**config.mk**
```make
export PLATFORM = sky130hd
export DESIGN_NAME = pqc_drain_ctrl
export DESIGN_NICKNAME = d
export VERILOG_FILES = /design/src/rtl/pqc_pkg.sv /design/src/rtl/pqc_ack_agents.sv /design/src/rtl/pqc_ack_count.sv /design/src/rtl/pqc_drain_ctrl.sv
export SDC_FILE = /design/constraint.sdc
export NUM_CORES = 1
export LEC_CHECK = 0
export ABC_AREA = 1
export CORE_MARGIN = 1
export CORE_UTILIZATION = 50
export CTS_CLUSTER_SIZE = 24
export DETAILED_ROUTE_END_ITERATION = 8
export DONT_BUFFER_PORTS = 1
export SLEW_MARGIN = 0
export SYNTH_ARGS = -nofsm -noshare
export SYNTH_HDL_FRONTEND = slang
export SYNTH_HIERARCHICAL = 1
export SYNTH_SLANG_ARGS = --single-unit
```
**constraint.sdc**
```tcl
create_clock -name clk -period 6.86 [get_ports clk]
set_input_delay 1.029 -clock clk [delete_from_list [all_inputs] [get_ports clk]]
set_output_delay 1.029 -clock clk [all_outputs]
set_load 0.02 [all_outputs]
```
**src/rtl/pqc_pkg.sv**
```systemverilog
package pqc_pkg;
    typedef enum logic [2:0] {
        ST_RUNNING  = 3'd0,
        ST_IDLE     = 3'd1,
        ST_HALTED   = 3'd2,
        ST_BLOCKED  = 3'd3,
        ST_DRAINED  = 3'd4,
        ST_SWITCHED = 3'd5
    } pipe_status_e;

    typedef enum logic [2:0] {
        C_RUN,
        C_IDLE,
        C_DRAINING,
        C_DRAINED,
        C_SWOUT
    } ctrl_state_e;
endpackage

```
**src/rtl/pqc_ack_agents.sv**
```systemverilog
module pqc_ack_agents #(
    parameter int NSTAGE     = 5,
    parameter int COMMIT_IDX = NSTAGE - 1
) (
    input  logic              clk,
    input  logic              rst_n,
    input  logic [NSTAGE-1:0] notify,
    input  logic              abort,
    input  logic              rob_empty,
    input  logic              stores_pending,
    output logic [NSTAGE-1:0] ack
);
    for (genvar g = 0; g < NSTAGE; g++) begin : g_stage
        if (g == COMMIT_IDX) begin : g_commit
            logic pend_q;
            logic waiting;
            assign waiting = notify[g] | pend_q;
            assign ack[g]  = waiting & rob_empty & ~stores_pending;
            always_ff @(posedge clk or negedge rst_n) begin
                if (!rst_n)
                    pend_q <= 1'b0;
                else if (abort)
                    pend_q <= 1'b0;
                else
                    pend_q <= waiting & ~ack[g];
            end
        end else begin : g_fast
            assign ack[g] = notify[g];
        end
    end
endmodule

```
**src/rtl/pqc_ack_count.sv**
```systemverilog
module pqc_ack_count #(
    parameter int NSTAGE = 5,
    localparam int CW    = $clog2(NSTAGE + 1)
) (
    input  logic              clk,
    input  logic              rst_n,
    input  logic              clear,
    input  logic              en,
    input  logic [NSTAGE-1:0] acks,
    output logic [CW-1:0]     count,
    output logic [CW-1:0]     sum
);
    logic [CW-1:0] count_q;
    int            total;

    always_comb begin
        total = int'(count_q);
        for (int i = 0; i < NSTAGE; i++)
            total = total + int'(acks[i]);
        if (total > NSTAGE)
            total = NSTAGE;
        sum = CW'(total);
    end

    always_ff @(posedge clk or negedge rst_n) begin
        if (!rst_n)
            count_q <= '0;
        else if (clear)
            count_q <= '0;
        else if (en)
            count_q <= sum;
    end

    assign count = count_q;
endmodule

```
**src/rtl/pqc_drain_ctrl.sv**
```systemverilog
module pqc_drain_ctrl
    import pqc_pkg::*;
#(
    parameter int NSTAGE     = 5,
    parameter int COMMIT_IDX = NSTAGE - 1,
    localparam int CW        = $clog2(NSTAGE + 1)
) (
    input  logic              clk,
    input  logic              rst_n,
    input  logic              drain_req,
    input  logic              resume_cmd,
    input  logic              switch_cmd,
    input  logic              idle_req,
    input  logic              rob_empty,
    input  logic              stores_pending,
    input  logic              icache_resp_valid,
    output logic [NSTAGE-1:0] stage_drain,
    output logic              fetch_hold,
    output logic              icache_resp_keep,
    output logic              tick_en,
    output logic [2:0]        status,
    output logic              drain_done,
    output logic              inflight_clear
);
    ctrl_state_e       state_q, state_d;
    logic              switch_go, resume_go, drain_go, all_acked;
    logic [NSTAGE-1:0] acks;
    logic [CW-1:0]     ack_cnt, ack_sum;

    // command priority: switch > resume > drain
    assign switch_go = switch_cmd;
    assign resume_go = resume_cmd && (state_q != C_SWOUT) && !switch_cmd;
    assign drain_go  = drain_req && (state_q != C_SWOUT) && !switch_cmd && !resume_go;
    assign all_acked = (state_q == C_DRAINING) && !switch_go && !resume_go
                       && !drain_go && (ack_sum == CW'(NSTAGE));

    pqc_ack_agents #(.NSTAGE(NSTAGE), .COMMIT_IDX(COMMIT_IDX)) u_agents (
        .clk            (clk),
        .rst_n          (rst_n),
        .notify         (stage_drain),
        .abort          (switch_go | resume_go | drain_go),
        .rob_empty      (rob_empty),
        .stores_pending (stores_pending),
        .ack            (acks)
    );

    pqc_ack_count #(.NSTAGE(NSTAGE)) u_count (
        .clk   (clk),
        .rst_n (rst_n),
        .clear (drain_go),
        .en    (state_q == C_DRAINING),
        .acks  (acks),
        .count (ack_cnt),
        .sum   (ack_sum)
    );

    always_comb begin
        state_d = state_q;
        if (switch_go)
            state_d = C_SWOUT;
        else if (resume_go)
            state_d = C_RUN;
        else if (drain_go)
            state_d = C_DRAINING;
        else begin
            unique case (state_q)
                C_RUN:      if (idle_req)  state_d = C_IDLE;
                C_IDLE:     if (!idle_req) state_d = C_RUN;
                C_DRAINING: if (all_acked) state_d = C_DRAINED;
                C_DRAINED:  state_d = C_DRAINED;
                C_SWOUT:    state_d = C_SWOUT;
                default:    state_d = C_RUN;
            endcase
        end
    end

    always_ff @(posedge clk or negedge rst_n) begin
        if (!rst_n)
            state_q <= C_RUN;
        else
            state_q <= state_d;
    end

    always_ff @(posedge clk or negedge rst_n) begin
        if (!rst_n) begin
            stage_drain    <= '0;
            drain_done     <= 1'b0;
            inflight_clear <= 1'b0;
            fetch_hold     <= 1'b0;
        end else begin
            stage_drain    <= {NSTAGE{drain_go}};
            drain_done     <= all_acked;
            inflight_clear <= switch_go;
            if (switch_go)
                fetch_hold <= 1'b1;
            else if (resume_go)
                fetch_hold <= 1'b0;
            else if (drain_go)
                fetch_hold <= 1'b1;
        end
    end

    always_comb begin
        unique case (state_q)
            C_RUN:      begin status = ST_RUNNING;  tick_en = 1'b1; end
            C_IDLE:     begin status = ST_IDLE;     tick_en = 1'b0; end
            C_DRAINING: begin status = ST_RUNNING;  tick_en = 1'b1; end
            C_DRAINED:  begin status = ST_DRAINED;  tick_en = 1'b0; end
            C_SWOUT:    begin status = ST_SWITCHED; tick_en = 1'b0; end
            default:    begin status = ST_RUNNING;  tick_en = 1'b1; end
        endcase
    end

    assign icache_resp_keep = icache_resp_valid & ~fetch_hold;
endmodule

```
==> out/metrics.yaml <==
status:
  status: "finished with violations"
  violations: "DRC"
timing:
  period_needed_ps: 3583
  worst_pin_slew_ps: 1119
  max_freq_mhz: 279.1
  finalSetupViolations: 0
  max-slew-margin-rel: 0.2539
  rsz0062_at_grt: "no"
  drv_slew: 0
  hold_violations: 0
  fin_skew_ps: 6.285
  setup_tns_ps: 0
  fin_crit_sh: 0.5223
critical_path:
  reg2reg_depth: 18
  setup.worst_path.end_class: "flop"
  crit_arrival_ps: 3740
  crit_chain: "fa_1 -> inv_1 -> fa_1 -> inv_1 -> ha_1 -> fa_1 -> inv_1 -> nand2_1 -> nand2_1 -> nand2_2 -> nor2_2 -> inv_1 -> nand2_1 -> nor2_1 -> nor2_1 -> nand3_1 -> nand3_1 -> nand2_1"
  r2r-start: "stage_drain[0]"
  r2r-end: "state_q[0]"
  cp_max_fo: 10
  slowest_delay_ps: 820
  start_kind: "flop"
  reg2reg_setup_slack_ps: 3280
  crit_type: "flop to flop"
  cp_data_required_time_ps: 7020
  crit_path_top_delay_cell: "dfrtp_1"
die:
  initial_core_util: 0.5597
  die_h_um: 44.24
  die_area_mm2: 0.001957
  die_width_um: 44.24
  rows: 14
  core_mm2: 0.001594
  ios: 22
grt:
  grt_max_degree: 12
  grt_pass1_wl_mm: 2.228
  track_usage: 0.1601
  antenna_found_initial: 0
  grt_pass1_vias: 551
  grt_overflow: 0
final_layout:
  fin_util: 0.5526
  regArea_um2: 275.3
  insertedDiodeCount: 0
  syn2layout_area_growth_pct: -1.262
  drive_above_1_share: 0.2162
  num-fill-cells: 161
  nNetsFinal: 128
  multi_input_area_um2: 455.4
  stdcell_count: 135
synthesis:
  netlist.area_leader.share: 0.3086
  netlist_instances: 116
  yosysTopAreaCell: "dfrtp_1"
  ys_seq_area_frac: 0.3086
  ys_types: 20
  ys_warn_count: 6
  synth_seq_cells: 11
  netlist_area_um2: 892.1
  synthesis.nets: 132
  yosys-top-cells-area: "dfrtp_1 31%, inv_1 9.7%, nand2_1 9.7%"
  avgSynthCellArea_um2: 7.691
routing:
  vias: 622
  wl_per_cell_um: 9.778
  drc: 4
  ant_nets: 0
  drt_wl_total_mm: 1.320
  dr.first_iter.drc_count: 16
  via_per_inst: 4.607
  firstDrtPassIters: 6
cts:
  cts_resized: 0
  cts_setup_buffers: 0
  clk_path_buf_depth: 2
  clk_latency_ps: 270
  clkTransAtPathRegs_ps: 80
  cts_sinks: 11
  cts_buffers: 3
  hold_buffers: 0
  cts_tree: "yes"
  htreeDepth: 1
  clock-root-buffer: "clkbuf_4"
power:
  total_power_uw: 118.1
  leakage_nw: 0.4790
  peakVddDrop_mv: 0.1104
  p_per_area_mw_per_mm2: 134.1
placement:
  place_congestion: 0.8396
  port-buffer-count: 0
  place_inst: 131
  dp_hpwl_mm: 1.087
min_path:
  hold_class: "primary input to asynchronous set/reset pin"
run:
  maxCapViolations: 0
layout make-up:
class,instances,share of cell area
inverter,25,0.1065
clock buffer,4,0.02983
sequential,11,0.3125
tap,24,0.03409
multi-input combinational,71,0.5170
critical path: cells and delay by family (launching register included):
family                     cells  cell delay, ps
adders and majority gates      4            1780
DFF                            1             820
and+or+nand+nor               10             680
buffers and inverters          4             200
sequential cells by signal, summed over array words and instances, names as in the netlist:
signal	count
state_q	3
u_count/count	3
drain_done	1
inflight_clear	1
stage_drain	1
fetch_hold	1
u_agents/g_stage.g_commit.pend_q	1
report_power, final:
| part | internal [mW] | switching [mW] | total (mW) |
|---|---|---|---|
| clock network | 0.0225 | 0.0223 | 0.0447 |
| logic | 0.00211 | 0.00392 | 0.00603 |
| registers | 0.0658 | 0.00156 | 0.0673 |
Yosys cell counts:
master and count:
nor2_4 2, inv_1 23, conb_1 1, a21oi_4 1
buf_4 9, o21ai_0 3, nand4_1 3, a211oi_2 1
nand2_2 5, ha_1 4, nand2_1 23, nand3_2 2
nor2_2 7, nor2_1 9, nand3_1 5, nand2_4 1
a21oi_1 1, dfrtp_1 11, fa_1 3, inv_2 2
how the worst max path moves through the flow:
stage              startpoint         end  slack, ps  depth (start not counted)
5_1_grt        stage_drain[0]  state_q[0]       3060                         18
3_5_place_dp   stage_drain[0]  state_q[0]       3250                         18
2_1_floorplan  stores_pending  state_q[0]       3680                         20
4_1_cts        stage_drain[0]  state_q[0]       3250                         18
3_3_place_gp   stage_drain[0]  state_q[0]       3330                         18
6_report       stage_drain[0]  state_q[0]       3280                         18
kinds of logic (layout without fill, tap and decap cells):
family | Yosys count | after routing | synth area share
simple gates | 57 | 57 | 0.3282
compound gates | 6 | 6 | 0.05469
fa+ha+maj | 7 | 7 | 0.1234
other cells | 1 | 1 | 0.004204
buf+inv | 34 | 29 | 0.1809
flops | 11 | 11 | 0.3086
per-layer routing:
metal	vias up	wire length, um	global-route usage
li1	330	-	-
met5	-	0	0
met4	0	13	0.05455
met1	273	699	0.2211
met3	2	75	0.06939
met2	17	532	0.2235
cell usage in the layout, fill, tap and decap left out:
master and instances:
nand3_2 2, inv_2 2, nand2_1 23, fa_1 3, nand2_2 5, inv_1 23, clkbuf_1 1, nor2_1 9
a211oi_2 1, nand3_1 5, ha_1 4, nand2_4 1, nor2_2 7, nand4_1 3, nor2_4 2, clkbuf_4 3
a21oi_1 1, conb_1 1, dfrtp_1 11, o21ai_0 3, a21oi_4 1
metrics by stage:
step | worst slack (ps) | hold WS, ps | cell area [um^2]
detailed placement | 3251 | 472.3 | 854.6
global placement | 3328 | 474.0 | 854.6
global route | 3060 | 424.9 | 880.8
CTS | 3252 | 433.2 | 880.8
finish | 3277 | 445.2 | 880.8
floorplan | 3675 | 448.8 | 892.1
Power figures use the tool's default switching activity.
